`src/rtl/bfs_pkg.sv`:
```
package bfs_pkg;

   typedef enum logic [1:0] {
      ST_IDLE     = 2'd0,
      ST_DISPATCH = 2'd1,
      ST_WAIT     = 2'd2,
      ST_RESP     = 2'd3
   } bfs_state_e;

   typedef enum logic [1:0] {
      OP_FIFO_RD = 2'd0,
      OP_FIFO_WR = 2'd1,
      OP_INIT    = 2'd2,
      OP_REG     = 2'd3
   } bfs_op_e;

endpackage

```
`src/rtl/bfs_strobe_sync.sv`:
```
module bfs_strobe_sync #(
   parameter int STAGES = 2
) (
   input  logic clk,
   input  logic rst_n,
   input  logic async_in,
   output logic level,
   output logic fall
);

   generate
      if (STAGES < 2) begin : g_bad_stages
         $error("bfs_strobe_sync: STAGES must be at least 2");
      end
   endgenerate

   logic [STAGES-1:0] pipe;
   logic              prev;

   always_ff @(posedge clk or negedge rst_n) begin
      if (!rst_n) begin
         pipe <= '1;
         prev <= 1'b1;
      end else begin
         pipe <= {pipe[STAGES-2:0], async_in};
         prev <= pipe[STAGES-1];
      end
   end

   assign level = pipe[STAGES-1];
   assign fall  = prev & ~pipe[STAGES-1];

endmodule

```
`src/rtl/bfs_fn_decode.sv`:
```
module bfs_fn_decode
   import bfs_pkg::*;
#(
   parameter int FUNC_W = 4
) (
   input  logic [FUNC_W-1:0] func,
   output bfs_op_e           op,
   output logic              is_read
);

   generate
      if (FUNC_W < 2) begin : g_bad_func
         $error("bfs_fn_decode: FUNC_W must be at least 2");
      end
   endgenerate

   localparam logic [FUNC_W-1:0] CODE_FIFO_RD = '0;
   localparam logic [FUNC_W-1:0] CODE_FIFO_WR = {1'b1, {(FUNC_W-1){1'b0}}};
   localparam logic [FUNC_W-1:0] CODE_INIT    = '1;

   always_comb begin
      is_read = ~func[FUNC_W-1];
      if (func == CODE_FIFO_RD)      op = OP_FIFO_RD;
      else if (func == CODE_FIFO_WR) op = OP_FIFO_WR;
      else if (func == CODE_INIT)    op = OP_INIT;
      else                           op = OP_REG;
   end

endmodule

```
`src/rtl/bus_fn_slave.sv`:
```
module bus_fn_slave
   import bfs_pkg::*;
#(
   parameter int ADDR_W      = 11,
   parameter int FUNC_W      = 4,
   parameter int DATA_W      = 16,
   parameter int SYNC_STAGES = 2
) (
   input  logic              clk,
   input  logic              rst_n,
   input  logic              bus_strobe_n,
   input  logic [ADDR_W-1:0] bus_subaddr,
   input  logic [FUNC_W-1:0] bus_func,
   input  logic [DATA_W-1:0] bus_wdata,
   output logic [DATA_W-1:0] bus_rdata,
   output logic              bus_rdata_oe,
   output logic              bus_ack_n,
   output logic              bus_q,
   output logic              reg_req,
   output logic              reg_we,
   output logic [ADDR_W-1:0] reg_addr,
   output logic [FUNC_W-1:0] reg_func,
   output logic [DATA_W-1:0] reg_wdata,
   input  logic              reg_ack,
   input  logic              reg_ok,
   input  logic [DATA_W-1:0] reg_rdata,
   input  logic              fifo_empty,
   input  logic              fifo_full,
   input  logic [DATA_W-1:0] fifo_head,
   output logic              fifo_pop,
   output logic              fifo_push,
   output logic [DATA_W-1:0] fifo_wdata,
   output logic              board_init
);

   generate
      if (ADDR_W < 1 || DATA_W < 1) begin : g_bad_width
         $error("bus_fn_slave: ADDR_W and DATA_W must be positive");
      end
   endgenerate

   bfs_state_e        state;
   logic [ADDR_W-1:0] lat_addr;
   logic [FUNC_W-1:0] lat_func;
   logic [DATA_W-1:0] lat_wdata;
   logic [DATA_W-1:0] rd_q;
   logic              q_q;
   logic              ack_q;
   logic              oe_q;
   logic              strobe_lvl;
   logic              strobe_fall;
   bfs_op_e           op;
   logic              is_read;

   bfs_strobe_sync #(.STAGES(SYNC_STAGES)) u_sync (
      .clk      (clk),
      .rst_n    (rst_n),
      .async_in (bus_strobe_n),
      .level    (strobe_lvl),
      .fall     (strobe_fall)
   );

   bfs_fn_decode #(.FUNC_W(FUNC_W)) u_decode (
      .func    (lat_func),
      .op      (op),
      .is_read (is_read)
   );

   always_ff @(posedge clk or negedge rst_n) begin
      if (!rst_n) begin
         state     <= ST_IDLE;
         lat_addr  <= '0;
         lat_func  <= '0;
         lat_wdata <= '0;
         rd_q      <= '0;
         q_q       <= 1'b0;
         ack_q     <= 1'b1;
         oe_q      <= 1'b0;
      end else begin
         case (state)
            ST_IDLE: begin
               if (strobe_fall) begin
                  lat_addr  <= bus_subaddr;
                  lat_func  <= bus_func;
                  lat_wdata <= bus_wdata;
                  state     <= ST_DISPATCH;
               end
            end
            ST_DISPATCH: begin
               case (op)
                  OP_FIFO_RD: begin
                     rd_q  <= fifo_empty ? '0 : fifo_head;
                     q_q   <= ~fifo_empty;
                     ack_q <= 1'b0;
                     oe_q  <= 1'b1;
                     state <= ST_RESP;
                  end
                  OP_FIFO_WR: begin
                     q_q   <= ~fifo_full;
                     ack_q <= 1'b0;
                     state <= ST_RESP;
                  end
                  OP_INIT: begin
                     q_q   <= 1'b1;
                     ack_q <= 1'b0;
                     state <= ST_RESP;
                  end
                  default: state <= ST_WAIT;
               endcase
            end
            ST_WAIT: begin
               if (reg_ack) begin
                  q_q   <= reg_ok;
                  if (is_read) rd_q <= reg_rdata;
                  ack_q <= 1'b0;
                  oe_q  <= is_read;
                  state <= ST_RESP;
               end
            end
            default: begin
               if (strobe_lvl) begin
                  ack_q <= 1'b1;
                  oe_q  <= 1'b0;
                  state <= ST_IDLE;
               end
            end
         endcase
      end
   end

   assign bus_rdata    = rd_q;
   assign bus_rdata_oe = oe_q;
   assign bus_ack_n    = ack_q;
   assign bus_q        = q_q;

   assign reg_req      = (state == ST_WAIT);
   assign reg_we       = ~is_read;
   assign reg_addr     = lat_addr;
   assign reg_func     = lat_func;
   assign reg_wdata    = lat_wdata;

   assign fifo_pop     = (state == ST_DISPATCH) && (op == OP_FIFO_RD) && !fifo_empty;
   assign fifo_push    = (state == ST_DISPATCH) && (op == OP_FIFO_WR) && !fifo_full;
   assign fifo_wdata   = lat_wdata;
   assign board_init   = (state == ST_DISPATCH) && (op == OP_INIT);

   // Assertions

   p_oe_with_ack_r8: assert property (@(posedge clk) disable iff (!rst_n)
      bus_rdata_oe |-> !bus_ack_n);

   p_pop_nonempty_r3: assert property (@(posedge clk) disable iff (!rst_n)
      fifo_pop |-> !fifo_empty);

   p_push_notfull_r4: assert property (@(posedge clk) disable iff (!rst_n)
      fifo_push |-> !fifo_full);

   p_single_action_r5: assert property (@(posedge clk) disable iff (!rst_n)
      $onehot0({fifo_pop, fifo_push, board_init, reg_req}));

   p_req_hold_r10: assert property (@(posedge clk) disable iff (!rst_n)
      (reg_req && !reg_ack) |=> (reg_req && $stable(reg_addr) && $stable(reg_func)
                                 && $stable(reg_we) && $stable(reg_wdata)));

   p_ack_held_r9: assert property (@(posedge clk) disable iff (!rst_n)
      (!bus_ack_n && !strobe_lvl) |=> !bus_ack_n);

   p_ack_release_r9: assert property (@(posedge clk) disable iff (!rst_n)
      $rose(bus_ack_n) |-> $past(strobe_lvl));

endmodule

```
`config.mk`:
```
export PLATFORM = sky130hd
export DESIGN_NAME = bus_fn_slave
export DESIGN_NICKNAME = d
export VERILOG_FILES = /design/src/rtl/bfs_pkg.sv /design/src/rtl/bfs_strobe_sync.sv /design/src/rtl/bfs_fn_decode.sv /design/src/rtl/bus_fn_slave.sv
export SDC_FILE = /design/constraint.sdc
export NUM_CORES = 1
export LEC_CHECK = 0
export BUFFER_PORTS_ARGS = -buffer_cell sky130_fd_sc_hd__buf_4
export CORE_MARGIN = 5
export CORE_UTILIZATION = 47
export CTS_BUF_LIST = sky130_fd_sc_hd__clkbuf_8
export DETAILED_ROUTE_END_ITERATION = 10
export GPL_TIMING_DRIVEN = 1
export PLACE_DENSITY_LB_ADDON = 0.2
export SLEW_MARGIN = 0
export SYNTH_ARGS = -nofsm -noshare
export SYNTH_HDL_FRONTEND = slang
export SYNTH_HIERARCHICAL = 1
export SYNTH_SLANG_ARGS = --single-unit
```
`constraint.sdc`:
```
create_clock -name clk -period 2.52 [get_ports clk]
set_input_delay 0.504 -clock clk [delete_from_list [all_inputs] [get_ports clk]]
set_output_delay 0.504 -clock clk [all_outputs]
set_load 0.03 [all_outputs]
```
* After elaboration in Yosys (flattened, before gate mapping)
Index checks and enable logic that the tools add are counted.
Storage, ports and cells: flip-flop bits (word level) 55, output and inout bits 71, logic and storage cells 72, input bits 70
Cells by class: multiplexer cells 24, bitwise logic cells 6, eq/ne operators 12, reduce and logical (&&, ||, !) cells 20
Operator list (number):
- $mux W16 | 4
- $pmux W16 S2 | 1
- $reduce_and A4 Y1 | 3
- $mux W2 | 5
- $mux W1 | 9
- $pmux W1 S3 | 3
- $eq A4 B4 Y1 const B | 2
- $ne A2 B2 Y1 const B | 3
- $pmux W2 S3 | 1
- $reduce_and A3 Y1 | 2
- $logic_and A1 B1 Y1 | 5
- $not A1 Y1 | 5
- $eq A2 B1 Y1 const B | 2
- $eq A2 B2 Y1 const B | 2
- $logic_not A2 Y1 | 2
- $logic_not A4 Y1 | 1
- $ne A2 B1 Y1 const B | 2
- $ne A4 B1 Y1 const B | 1
- $reduce_bool A4 Y1 | 1
- $reduce_bool A3 Y1 | 1
- $reduce_or A3 Y1 | 1
- $logic_not A1 Y1 | 2
- $pmux W1 S2 | 1
- $reduce_and A2 Y1 | 1
- other kinds (2) | 2

* Logic depth before layout (Yosys ltp)
depth after elaboration 8, depth in mapped cells 8

* Modules after synthesis
The synthesis kept the hierarchy.
By module, submodules not included:
- bus_fn_slave | seq. area each 1302.5 µm², instances 1, cells each 193, area an instance 2541.2 µm²
- bfs_strobe_sync | seq. area each 78.8 µm², instances 1, cells each 4, area an instance 92.6 µm²
- bfs_fn_decode | seq. area each 0.0 µm², instances 1, cells each 4, area an instance 28.8 µm²

* Worst setup path after synthesis
Ideal clock, no wire load.
path type register -> output, from reg lat_func[2], in the netlist reg_func[2], to out fifo_pop, path slack -100 ps, path buffers 0, arrival time 2116 ps, cell stages (with the launch flop) 6, path through dfrtp_1 or3_4 o21a_1 inv_1 ha_1 nor3b_1
On the way: elaborated cells between the ends (all ways) 9, those cells by class 2 x eq/ne; 3 x mux; 4 x reduce/logical
RTL lines:
- start, declared | line bus_fn_slave.sv:44 | logic [FUNC_W-1:0] lat_func;
- start signal, assigned | line bus_fn_slave.sv:84 | lat_func <= bus_func;
- $eq A4 B4 Y1 | line bfs_fn_decode.sv:24 | else if (func == CODE_FIFO_WR) op = OP_FIFO_WR;
- $mux W2 | line bfs_fn_decode.sv:24
- $mux W2 * | line bfs_fn_decode.sv:23 | if (func == CODE_FIFO_RD) op = OP_FIFO_RD;
- via op[1] | line bus_fn_slave.sv:52 | bfs_op_e op;
- $logic_not A2 Y1 * | line bus_fn_slave.sv:142 | assign fifo_pop = (state == ST_DISPATCH) && (op == OP_FIFO_RD) && !fifo_empty;
- $logic_and A1 B1 Y1 * (2 in a row) | line bus_fn_slave.sv:142
- end, declared | line bus_fn_slave.sv:30 | output logic fifo_pop,
Mark *: on every way through the listed nets, which the timed path passes. The rest lies on a longest branch.

* Worst setup path after layout
from reg lat_func[1], in the netlist reg_func[1], to out fifo_pop
The elaborated chain is that of the path after synthesis.

==> metrics.txt <==
detailed-router iteration count before antenna repair 4; slowest library cell on the worst path or3_4; DRT antenna net count 0; final setup fails 0; worst slew slack as a fraction of its limit a little under two fifths; final-report hold violation count 0; num ports ~140; total placed instance area 3696 µm²; commonest non-fill, non-tap cells in the layout 145 x buf_4, 51 x dfrtp_1, 40 x mux2_2; upper clock frequency limit 411.6 MHz; cts bufs inserted 5; Cell Rows 27; antenna diode instance count 0; result of the run complete, no violations; initial antenna violation count 0; per-cell via count in the routed design approximately 4.9; peak supply drop roughly 0.00084 V; number of warnings reported in the yosys synthesis log 6; per-instance average area after synthesis 13.25 µm²; register area share after synthesis just over 50%; DIE AREA 7270 µm²; largest fanout on the critical path 4; count of input and output buffers 140; Global Route Usage Sum 16.13%; DRC 0; CTS Hold Bufs 0; residual overflow from global routing 0; Chip Height approximately 85 µm; crit path cell chain or3_4 > o21a_1 > inv_2 > ha_4 > nor3b_2 > buf_4; flip-flop and latch count after synthesis 55; CP startpoint reg_func[1]; core box area 5507 µm²; slew at the pin closest to its max-slew limit about 0.93 ns; number of nets produced by synthesis 282; TritonCTS clock tree built; count of cell types in the netlist 32; level count of the clock H-tree 2; final non-filler cell area about 3800 µm²; number of clock sinks 55; P&R area growth vs syn 43.56%; worst setup path category flop to output port; critical path capture point type output port; largest net degree at the start of global routing 56; Setup Slack @ Placement ~0.26 ns; Starting Density between 40% and 50%; EDFF count, synth 0; insertion delay of the later-clocked pin in the worst-skew pair 0.31 ns; Final Skew about 0.011 ns; MaxCap Viol Count 0; required time worst endpoint between 2 and 2.5 ns; deepest clock path buffer count 2; Nets slightly above 400; final critical-path required period about 2.4 ns; global-route wire length before repair 9625 µm; post-synthesis cell count between 200 and 250; CTS clk-pin slew, worst paths 0.09 ns; HPWL after detailed placement around 4800 µm; class of the tightest hold or removal check input pin to asynchronous set/reset pin; total length of routed wires ~6000 µm; routability congestion estimate from global placement just under 0.8; Clk Tree Root Cell clkbuf_8; P per Cell Area between 1000 and 1500 nW/µm²; share of final-layout standard cells stronger than drive strength 1 between 60% and 70%; leading cell type in the layout, fill and taps excluded buf_4; Startpoint Class flop; vias in the first global route between 2000 and 2500; number of max-slew violations in the final report 0; final worst slack about 0.09 ns; First DRT Iteration DRCs between 40 and 50; share of synthesized registers carrying an async set or reset 100.0%; Data arrival, critical path roughly 1.9 ns; overall power consumption roughly 5.5 mW; Final period util 96.42%; most instantiated flip-flop cell in the synthesis netlist dfrtp_1; number of vias in the routed layout between 1500 and 2000; Static Leak about 1.9 nW; R2R Path Start reg_func[1]; Core Util, Final 69.42%; post-synthesis cell area roughly 2700 µm²; WL/cell 15.02 µm; horizontal extent of the die 85.27 µm; Critical Path Max Stage Delay about 0.42 ns
[worst max-delay path: cells and delay by family (launching register included)]
family	cells	cell delay, ns
AND/OR/NAND/NOR	2	0.57
flip-flops	1	0.41
buffers and inverters	2	0.27
AO/OA/AOI/OAI	1	0.24
adder cells (fa/ha/maj)	1	0.13
[registers in the layout (all words and copies together) (netlist names)]
| signal | flops |
|---|---|
| bus_q | 1 |
| state | 2 |
| bus_rdata | 16 |
| bus_rdata_oe | 1 |
| u_sync/pipe | 2 |
| u_sync/prev | 1 |
| reg_addr | 11 |
| reg_func | 4 |
| fifo_wdata | 16 |
| bus_ack_n | 1 |
[power by group]
part	switching [mW]	internal, mW
registers	0.278	1.31
clock network	0.280	0.225
logic	1.95	1.49
total	2.51	3.02
[path summary, 6_finish.rpt]
check / to / slack, ns / cells past startpoint
worst min register to register: u_sync/pipe[1] / 0.36 / 0
max in group asynchronous: reg_func[3] / 1.85 / 1
worst max-delay path: fifo_pop / 0.09 / 6
min in group clk: u_sync/pipe[0] / 0.29 / 1
worst min-delay path: bus_rdata[15] / 0.22 / 1
worst max register to register: bus_rdata[3] / 0.26 / 8
[layout make-up]
cell class                 instances  area [µm²]
timing repair buffer             146        1109
multi-input combinational        112        1102
tap                               72       90.09
sequential                        55        1381
clock inverter                     2       16.27
inverter                          11       41.29
clock buffer                       6       82.58
fill                             421        1684
[routing by layer]
| metal | up-vias | track usage, % | wire (µm) |
|---|---|---|---|
| met2 | 81 | 27.82 | 3106 |
| met1 | 954 | 18.77 | 2307 |
| met5 | - | 0 | 0 |
| li1 | 952 | - | - |
| met3 | 4 | 6.699 | 629 |
| met4 | 0 | 3.453 | 27 |
[metrics by stage]
step           std cells  hold slack [ns]   TNS, ns
6_report             404           0.2246         0
3_3_place_gp         394           0.3466         0
5_1_grt              404           0.2747  -0.01987
4_1_cts              402           0.2513         0
3_5_place_dp         394           0.3491         0
2_1_floorplan        201           0.2084         0
[synth_stat cells, drive strengths merged (2+ instances only)]
cell type | count | area, µm²
a21oi | 3 | 15.01
a22o | 15 | 131.4
buf | 19 | 140.1
clkbuf | 4 | 15.01
dfrtp | 51 | 1276
dfstp | 4 | 105.1
ha | 11 | 137.6
inv | 11 | 41.29
mux2 | 49 | 551.8
mux2i | 3 | 30.03
nand2 | 2 | 7.510
nand2b | 3 | 18.77
nor2 | 6 | 22.52
nor2b | 5 | 38.78
nor3b | 3 | 22.52
[kinds of logic (layout without fill, tap and decap cells)]
kind of cell | after synthesis | count (layout) | share of synthesized area (%)
buf+inv | 34 | 165 | 7.378
fa+ha+maj | 11 | 11 | 5.169
flops | 55 | 55 | 51.88
compound gates | 25 | 25 | 8.130
mux | 52 | 52 | 21.85
simple gates | 24 | 24 | 5.592
[repair_timing]
item	4_1_cts	5_1_grt
gates resized for setup	0	3
setup buffers	0	2
endpoints found under the setup margin	0	1
Note: power is estimated with default switching activity, not from simulation.
